**config.mk**
```make
export PLATFORM = sky130hd
export DESIGN_NAME = blk_sync_tracker
export DESIGN_NICKNAME = d
export VERILOG_FILES = /design/src/rtl/bsync_pkg.sv /design/src/rtl/ofs_classify.sv /design/src/rtl/acq_window.sv /design/src/rtl/loss_counter.sv /design/src/rtl/blk_sync_tracker.sv
export SDC_FILE = /design/constraint.sdc
export NUM_CORES = 1
export LEC_CHECK = 0
export BUFFER_PORTS_ARGS = -buffer_cell sky130_fd_sc_hd__buf_4
export CAP_MARGIN = 15
export CORE_MARGIN = 3
export CORE_UTILIZATION = 30
export CTS_CLUSTER_DIAMETER = 100
export CTS_CLUSTER_SIZE = 25
export DETAILED_ROUTE_END_ITERATION = 12
export PLACE_DENSITY = 0.56
export SYNTH_ARGS = -nofsm -noshare
export SYNTH_HDL_FRONTEND = slang
export SYNTH_SLANG_ARGS = --single-unit
```
**constraint.sdc**
```tcl
create_clock -name clk -period 1.99 [get_ports clk]
set_input_delay 0.0995 -clock clk [delete_from_list [all_inputs] [get_ports clk]]
set_output_delay 0.0995 -clock clk [all_outputs]
set_load 0.01 [all_outputs]
```
**src/rtl/bsync_pkg.sv**
```systemverilog
package bsync_pkg;
  localparam int CODE_W   = 3;
  localparam int POS_W    = 2;
  localparam int LOSS_MAX = 16;
  localparam int LOSS_W   = $clog2(LOSS_MAX + 1);
  localparam int HIST_N   = 2;

  typedef logic [POS_W-1:0] pos_t;

  typedef struct packed {
    logic det;   // in-cycle offset seen
    logic wild;  // extension offset, matches any slot while aligned
    pos_t pos;
  } ofs_info_t;

  function automatic logic [LOSS_W-1:0] loss_limit(input logic [2:0] sel);
    logic [LOSS_W-1:0] r;
    case (sel)
      3'd0: r = LOSS_W'(3);
      3'd1: r = LOSS_W'(4);
      3'd2: r = LOSS_W'(5);
      3'd3: r = LOSS_W'(6);
      3'd4: r = LOSS_W'(8);
      3'd5: r = LOSS_W'(10);
      3'd6: r = LOSS_W'(12);
      default: r = LOSS_W'(16);
    endcase
    return r;
  endfunction
endpackage

```
**src/rtl/ofs_classify.sv**
```systemverilog
module ofs_classify
  import bsync_pkg::*;
(
  input  logic [CODE_W-1:0] code,
  input  logic              e_en,
  output ofs_info_t         info
);
  always_comb begin
    info = '0;
    case (code)
      3'b000: begin info.det = 1'b1; info.pos = 2'd0; end
      3'b001: begin info.det = 1'b1; info.pos = 2'd1; end
      3'b010,
      3'b011: begin info.det = 1'b1; info.pos = 2'd2; end
      3'b100: begin info.det = 1'b1; info.pos = 2'd3; end
      3'b101: info.wild = e_en;
      default: info = '0;
    endcase
  end
endmodule

```
**src/rtl/acq_window.sv**
```systemverilog
module acq_window
  import bsync_pkg::*;
(
  input  logic clk,
  input  logic rst_n,
  input  logic clr,
  input  logic step,
  input  logic consec_only,
  input  logic cur_det,
  input  pos_t cur_pos,
  output logic hit
);
  logic [HIST_N-1:0] h_v;
  pos_t              h_p [HIST_N];
  logic [HIST_N-1:0] match;

  genvar g;
  generate
    for (g = 0; g < HIST_N; g++) begin : g_hist
      // entry g holds the block g+1 beats ago
      assign match[g] = h_v[g] && (cur_pos == pos_t'(h_p[g] + pos_t'(g + 1)));
      always_ff @(posedge clk) begin
        if (!rst_n || clr) begin
          h_v[g] <= 1'b0;
          h_p[g] <= '0;
        end else if (step) begin
          if (g == 0) begin
            h_v[g] <= cur_det;
            h_p[g] <= cur_pos;
          end else begin
            h_v[g] <= h_v[g-1];
            h_p[g] <= h_p[g-1];
          end
        end
      end
    end
  endgenerate

  assign hit = cur_det && (match[0] || (!consec_only && match[1]));
endmodule

```
**src/rtl/loss_counter.sv**
```systemverilog
module loss_counter
  import bsync_pkg::*;
(
  input  logic              clk,
  input  logic              rst_n,
  input  logic              clr,
  input  logic              step,
  input  logic              fail,
  input  logic [LOSS_W-1:0] limit,
  output logic              loss
);
  logic [LOSS_W-1:0] cnt;
  logic [LOSS_W:0]   nxt;

  assign nxt  = {1'b0, cnt} + (LOSS_W+1)'(1);
  assign loss = step && fail && (nxt >= {1'b0, limit});

  always_ff @(posedge clk) begin
    if (!rst_n || clr)   cnt <= '0;
    else if (step)       cnt <= (fail && !loss) ? nxt[LOSS_W-1:0] : '0;
  end
endmodule

```
**src/rtl/blk_sync_tracker.sv**
```systemverilog
module blk_sync_tracker
  import bsync_pkg::*;
(
  input  logic        clk,
  input  logic        rst_n,
  input  logic        sync_rst,
  input  logic        in_valid,
  output logic        in_ready,
  input  logic [2:0]  in_code,
  input  logic        in_uncorr,
  input  logic [2:0]  cfg_loss_sel,
  input  logic        cfg_loss_on_err,
  input  logic        cfg_acq_consec,
  input  logic        cfg_e_en,
  output logic        synced,
  output logic        out_valid,
  output logic        out_synced,
  output logic        out_found,
  output logic        out_bwd
);
  ofs_info_t info;
  pos_t      exp_q;
  logic      accept, acq_step, acq_hit, declare;
  logic      trk_step, in_order, fail, loss, hist_clr;

  assign in_ready = !sync_rst;
  assign accept   = in_valid && in_ready;
  assign acq_step = accept && !synced;
  assign trk_step = accept && synced;
  assign declare  = acq_step && acq_hit;
  assign hist_clr = sync_rst || declare;
  assign in_order = info.wild || (info.det && (info.pos == exp_q));
  assign fail     = cfg_loss_on_err ? in_uncorr : !in_order;

  ofs_classify u_cls (
    .code (in_code),
    .e_en (cfg_e_en),
    .info (info)
  );

  acq_window u_acq (
    .clk         (clk),
    .rst_n       (rst_n),
    .clr         (hist_clr),
    .step        (acq_step),
    .consec_only (cfg_acq_consec),
    .cur_det     (info.det),
    .cur_pos     (info.pos),
    .hit         (acq_hit)
  );

  loss_counter u_loss (
    .clk   (clk),
    .rst_n (rst_n),
    .clr   (hist_clr),
    .step  (trk_step),
    .fail  (fail),
    .limit (loss_limit(cfg_loss_sel)),
    .loss  (loss)
  );

  always_ff @(posedge clk) begin
    if (!rst_n) begin
      synced     <= 1'b0;
      exp_q      <= '0;
      out_valid  <= 1'b0;
      out_synced <= 1'b0;
      out_found  <= 1'b0;
      out_bwd    <= 1'b0;
    end else begin
      out_valid <= accept;
      if (sync_rst) begin
        synced <= 1'b0;
      end else if (declare) begin
        synced <= 1'b1;
        exp_q  <= pos_t'(info.pos + 2'd1);
      end else if (trk_step) begin
        exp_q <= pos_t'(exp_q + 2'd1);
        if (loss) synced <= 1'b0;
      end
      if (trk_step) begin
        out_synced <= !loss;
        out_found  <= in_order;
        out_bwd    <= 1'b0;
      end else if (acq_step) begin
        out_synced <= declare;
        out_found  <= info.det;
        out_bwd    <= info.det;
      end
    end
  end
endmodule

```
==> results.md, run 1 <==
### Die
* 0.00372 sq mm — core region area
* 0.315 — initial core utilization
* 20 — number of primary I/O pins
* 22 — number of rows created at floorplan
* 68.4 um — width of the die
* 0.00468 sq mm — area enclosed by the die boundary
* 68.4 um — die height

### Synthesis
* 0 — number of warnings issued by yosys
* 0.0171 — share of cell area taken by muxes after synthesis
* 8.30 sq um — average cell area after synthesis
* 0.0674 — xor/xnor share of the synthesized area
* 161 — Synth Net Count
* simple AND/OR/NAND/NOR gates — combinational family with the most area after synthesis
* 0.295 — synthesized-area fraction occupied by and/or/nand/nor cells
* 0.160 — compound-cell area share of the yosys netlist
* 18 — flip-flop and latch count after synthesis
* 0.0642 — adder and majority gate portion of the synthesized area
* 0.00117 sq mm — synthesized cell area
* 0 — fraction of registers with async set or reset after synthesis
* 41 — number of library cell types mapped by synthesis
* 141 — number of instances in the synthesized netlist
* dfxtp_1 — primary flip-flop cell chosen by synthesis mapping
* 0.342 — register area share after synthesis
* 4 — Post-synth EDFFs

### Setup path
* 2.21 ns — endpoint arrival time on the critical path
* flip-flop — critical path startpoint category
* flip-flop — type of destination of the critical path
* 2.18 ns — required time of the critical path
* 5 — critical-path maximum fanout
* flip-flop to flip-flop — critical path class

### Power
* 469 mW/mm^2 — pwr/cell area
* 0.680 nW — LEAKAGE
* 0.767 mW — total power
* 0.000225 V — maximum ir drop on the vdd rail

### CTS
* 3 — total CTS buffers
* 0 — count of hold buffers inserted by post-cts repair
* built — TritonCTS clock tree
* 0.25 ns — Clk Latency, worst-skew pair
* 18 — sinks on the clock net
* 2 — buffer levels on the longest clock path
* clkbuf_8 — clk root buf
* 0.07 ns — clock slew at the register clock pins of the worst setup and hold paths
* 1 — number of levels in the clock H-tree

### Route
* 12.4 um — routed length per instance
* 0 — post-route ant nets
* 1103 — DR vias
* 4 — total iterations of the first detailed-routing run
* 4.92 — Vias per Instance
* 2.78 mm — DRT Wirelength
* 74 — initial DRC count
* 0 — number of design rule violations left after detail routing

### STA
* 0.351 ns — worst-margin pin slew
* 0.494 GHz — top achievable clock speed
* -0.0338 ns — slack of the critical path
* 0 — final number of hold-violating endpoints
* 1.02 — period utilisation layout
* 5 — endpoints failing setup
* yes — setup repair after global routing missed its margin
* 0.00212 ns — worst setup skew after layout
* 0 — number of max-slew violations in the final report
* 0.764 — worst max-slew margin expressed relative to the limit
* 2.02 ns — fin crit period

### Placement
* 19 — quantity of I/O buffers inserted on ports
* 0.842 — routability-driven placement congestion ratio
* 1.99 mm — HPWL after detailed placement

### Hold path
* input port to flip-flop — worst hold path class

### Final layout
* 197 — number of nets in the final layout
* 0 — ant diodes
* 0.352 — share of cells above drive strength 1
* 39.8% — area grow syn2layout
* buf_4 — most common cell after layout, fill and taps aside
* 0.440 — final core utilization
* 375 — Fill cells
* 37 x buf_4, 24 x nand2_1, 11 x dfxtp_1 — top library cells by usage in the layout, fill and taps aside

### GRT
* 0 — GRT Residual Overflow
* 13 — maximum number of pins on one net before global-route repair
* 0.136 — total routing usage reported by global routing
* 0 — number of antenna violations at the first check in global routing
* 4.80 mm — wire length of the first global-routing pass
* 1096 — via count of the first global-routing pass

### Status
* finished with violations — outcome
* negative setup slack — violations in the final reports

### Flow run
* 0 — reported max-cap violation count

per-layer routing:
metal | global-route usage | wire [um]
met5 | 0 | 0
met4 | 0.0596 | 33
met3 | 0.0296 | 117
met2 | 0.229 | 1430
met1 | 0.165 | 1200
stage by stage:
step                      setup slack [ns]  setup TNS (ns)  cells  hold WS, ns  instance area [sq um]
after floorplan                    0.00952               0    141        0.250                   1170
after global placement              -0.106          -0.477    214        0.378                   1420
after detailed placement            -0.157          -0.652    214        0.381                   1420
after CTS                         0.000626               0    222        0.109                   1560
after global routing                -0.130          -0.506    224        0.123                   1640
final                              -0.0338          -0.102    224        0.109                   1640
layout make-up:
type	instances	area, sq um	area share
Inverter	4	15.0	0.00918
Clock inverter	1	3.75	0.00230
Timing Repair Buffer	37	278	0.170
Multi-Input combinational cell	113	826	0.505
Tap cell	48	60.1	0.0367
Sequential cell	18	412	0.252
Clock buffer	3	41.3	0.0252
worst max-delay path, stage by stage (launching register included):
cell and delay, ns:
dfxtp_4 0.39, nand3_1 0.13, xnor2_2 0.17, ha_1 0.30, o21ai_1 0.16, o21ai_2 0.09
or3b_4 0.43, nand2b_1 0.17, a21oi_2 0.10
cell families after synthesis:
| logic type | Yosys count |
|---|---|
| AO/OA/AOI/OAI | 29 |
| XOR/XNOR | 9 |
| adder cells (fa/ha/maj) | 6 |
| buffers and inverters | 10 |
| flip-flops | 18 |
| multiplexers | 2 |
| AND/OR/NAND/NOR | 67 |
cell usage after synthesis, types with 3 or more instances:
| cell type | instances | area (sq um) |
|---|---|---|
| nor2_1 | 10 | 37.5 |
| xnor2_1 | 7 | 61.3 |
| ha_1 | 6 | 75.1 |
| dfxtp_1 | 14 | 280 |
| inv_1 | 4 | 15.0 |
| edfxtp_1 | 4 | 120 |
| a21oi_1 | 9 | 45.0 |
| nand2_1 | 24 | 90.1 |
| nand3_1 | 7 | 35.0 |
| nor3_1 | 3 | 15.0 |
| o21ai_0 | 5 | 25.0 |
| nor2b_1 | 4 | 25.0 |
| nand2b_1 | 6 | 37.5 |
where the power goes:
part	internal, mW	switching, mW
logic	0.0603	0.0630
registers	0.377	0.00609
clock network	0.137	0.123
total	0.575	0.192
registers in the layout, summed over array words and instances, names as in the netlist:
signal / cells
out_found: 1
exp_q: 2
u_acq.h_p: 4
u_loss.cnt: 5
synced: 1
out_valid: 1
u_acq.h_v: 2
out_synced: 1
out_bwd: 1
final timing paths:
check	slack, ns	endpoint	from	cells past startpoint
setup / recovery	-0.03	u_loss.cnt[2]	u_loss.cnt[2]	8
hold / removal	0.11	out_valid	rst_n	3
setup reg to reg	-0.03	u_loss.cnt[2]	u_loss.cnt[2]	8
hold reg to reg	0.45	u_acq.h_v[1]	u_acq.h_v[1]	2
repair_timing:
action,in CTS,in global routing
buffers inserted,4,2
pin swaps,6,7
gates resized for setup,15,13
endpoints found under the setup margin,5,10
Power figures use the tool's default switching activity.
==> run 2, diff against run 1 <==
- SETUP_SLACK_MARGIN: unset -> 0.5
- clock period: 1.99 -> 1.7 ns (I/O delays scaled with it)
==> results.md, run 2 (synthesis results as in run 1) <==
### Status
* finished with violations — outcome, unchanged
* negative setup slack — violations in the final reports, unchanged

### CTS
* 18 — sinks on the clock net, unchanged
* built — TritonCTS clock tree, unchanged
* 2 — buffer levels on the longest clock path, unchanged
* 0 — count of hold buffers inserted by post-cts repair, unchanged
* 0.26 ns — Clk Latency, worst-skew pair, was 0.25 ns
* 0.07 ns — clock slew at the register clock pins of the worst setup and hold paths, about the same
* 3 — total CTS buffers, unchanged
* clkbuf_8 — clk root buf, unchanged
* 1 — number of levels in the clock H-tree, unchanged

### Power
* 0.774 nW — LEAKAGE, was 0.680 nW
* 0.450 — part of the power in registers, was 0.500
* 0.749 mW — internal cell power, was 0.575 mW
* 0.245 mW — Sw Pwr, was 0.192 mW
* 0.195 — share of power burned in combinational logic, was 0.161
* 0.994 mW — total power, was 0.767 mW
* 545 mW/mm^2 — pwr/cell area, was 469 mW/mm^2
* 0.000257 V — maximum ir drop on the vdd rail, was 0.000225 V
* 0.247 — proportion of total power due to net switching, was 0.250
* 0.356 — Clk network pwr share, was 0.339

### Setup path
* 2.21 ns — endpoint arrival time on the critical path, about the same
* 1.90 ns — required time of the critical path, was 2.18 ns
* 5 — critical-path maximum fanout, unchanged
* flip-flop — critical path startpoint category, unchanged
* o21ai_2 — cell mode on critical path
* ha_4 > nand3_2 > xnor2_2 > ha_2 > o21ai_2 > o21ai_2 > or3b_4 > o21a_1 > nor2_1 — CP Cell Sequence, was nand3_1 > xnor2_2 > ha_1 > o21ai_1 > o21ai_2 > or3b_4 > nand2b_1 > a21oi_2
* 0.41 ns — highest cell delay on the worst timing path, was 0.43 ns
* flip-flop to flip-flop — critical path class, unchanged
* or3b_4 — CP max stage cell, unchanged
* flip-flop — type of destination of the critical path, unchanged
* -0.31 ns — Worst R2R Setup Slack, was -0.03 ns

### GRT
* 4.86 mm — wire length of the first global-routing pass, was 4.80 mm
* 0 — GRT Residual Overflow, unchanged
* 0.136 — total routing usage reported by global routing, about the same
* 1140 — via count of the first global-routing pass, was 1096
* 0 — number of antenna violations at the first check in global routing, unchanged
* 12 — maximum number of pins on one net before global-route repair, was 13

### Placement
* 19 — quantity of I/O buffers inserted on ports, unchanged
* 0.786 — routability-driven placement congestion ratio, was 0.842
* 2.14 mm — HPWL after detailed placement, was 1.99 mm

### Die
* 20 — number of primary I/O pins, unchanged
* 0.315 — initial core utilization, unchanged
* 68.4 um — width of the die, unchanged
* 0.00468 sq mm — area enclosed by the die boundary, unchanged
* 68.4 um — die height, unchanged
* 0.00372 sq mm — core region area, unchanged
* 22 — number of rows created at floorplan, unchanged

### Route
* 4.90 — Vias per Instance, was 4.92
* 0 — number of design rule violations left after detail routing, unchanged
* 5 — total iterations of the first detailed-routing run, was 4
* 1166 — DR vias, was 1103
* 0 — post-route ant nets, unchanged
* 2.99 mm — DRT Wirelength, was 2.78 mm
* 55 — initial DRC count, was 74
* 12.6 um — routed length per instance, was 12.4 um

### STA
* yes — setup repair after global routing missed its margin, unchanged
* 0.341 ns — worst-margin pin slew, was 0.351 ns
* 0.770 — worst max-slew margin expressed relative to the limit, was 0.764
* 2.01 ns — fin crit period, was 2.02 ns
* 0 — final number of hold-violating endpoints, unchanged
* -0.309 ns — slack of the critical path, was -0.0338 ns
* 0 — number of max-slew violations in the final report, unchanged
* 15 — endpoints failing setup, was 5
* 0.00859 ns — worst setup skew after layout, was 0.00212 ns
* 0.498 GHz — top achievable clock speed, was 0.494 GHz
* 1.18 — period utilisation layout, was 1.02

### Final layout
* 417 sq um — area occupied by registers, was 412 sq um
* 349 — Fill cells, was 375
* 5 — Largest register FFs, unchanged
* 45 x buf_4, 24 x nand2_1, 9 x nor2_1, 9 x dfxtp_1 — top library cells by usage in the layout, fill and taps aside, was 37 x buf_4, 24 x nand2_1, 11 x dfxtp_1
* 0 — ant diodes, unchanged
* u_loss.cnt — largest register by flop count, unchanged
* u_loss.cnt (5), u_acq.h_p (4) — leading registers by flop count, unchanged
* buf_4 — most common cell after layout, fill and taps aside, unchanged
* 211 — number of nets in the final layout, was 197
* 0.490 — final core utilization, was 0.440
* 861 sq um — area of combinational cells with multiple inputs, was 826 sq um
* 0.458 — share of cells above drive strength 1, was 0.352
* 55.7% — area grow syn2layout, was 39.8%

### Hold path
* input port to flip-flop — worst hold path class, unchanged

### Flow run
* 0 — reported max-cap violation count, unchanged

run 2: worst paths after layout:
check,start,end,cells past startpoint
worst max-delay path,u_loss.cnt[1],u_loss.cnt[0],9
worst min-delay path,rst_n,out_valid,3
worst max register to register,u_loss.cnt[1],u_loss.cnt[0],9
worst min register to register,out_found,out_found,2
run 2: layer usage:
metal | vias to the layer above | GRT usage | routed length, um
met2 | 23 | 0.241 | 1530
met1 | 540 | 0.156 | 1230
met4 | 0 | 0.0571 | 89
met5 | - | 0 | 0
met3 | 9 | 0.0312 | 136
li1 | 594 | - | -
run 2: cell type report:
type                       instances  share of cell area
tap                               48              0.0330
clock buffer                       4              0.0302
timing repair buffer              51               0.227
sequential                        18               0.229
multi-input combinational        113               0.473
inverter                           4             0.00824
run 2: power by group through the flow:
stage | Combinational (mW) | Sequential (mW) | Clock, mW
floorplan | 0.0886 | 0.464 | 0
global placement | 0.155 | 0.462 | 0
detailed placement | 0.157 | 0.463 | 0
CTS | 0.178 | 0.450 | 0.357
global route | 0.214 | 0.447 | 0.383
finish | 0.194 | 0.447 | 0.353
run 2: critical path, delay by kind of cell (launching register included):
| family | cells | cell delay [ns] |
|---|---|---|
| simple gates | 3 | 0.58 |
| fa+ha+maj | 2 | 0.45 |
| flops | 1 | 0.37 |
| compound gates | 3 | 0.34 |
| xor+xnor | 1 | 0.20 |
run 2: timing repair:
action / in CTS / in global routing
cloned: 0 / 0
setup endpoints to repair: 20 / 20
pin swaps: 11 / 9
gates resized for setup: 20 / 14
buffers inserted: 6 / 5
run 2: stage by stage:
step / setup slack [ns] / hold slack, ns / TNS, ns / instances / cell area [sq um]
floorplan: -0.172 / 0.221 / -0.800 / 141 / 1210
global route: -0.434 / 0.107 / -4.13 / 238 / 1820
detailed placement: -0.332 / 0.364 / -1.87 / 223 / 1520
finish: -0.309 / 0.0983 / -2.28 / 238 / 1820
CTS: -0.323 / 0.0939 / -2.08 / 233 / 1720
global placement: -0.288 / 0.375 / -1.61 / 223 / 1520
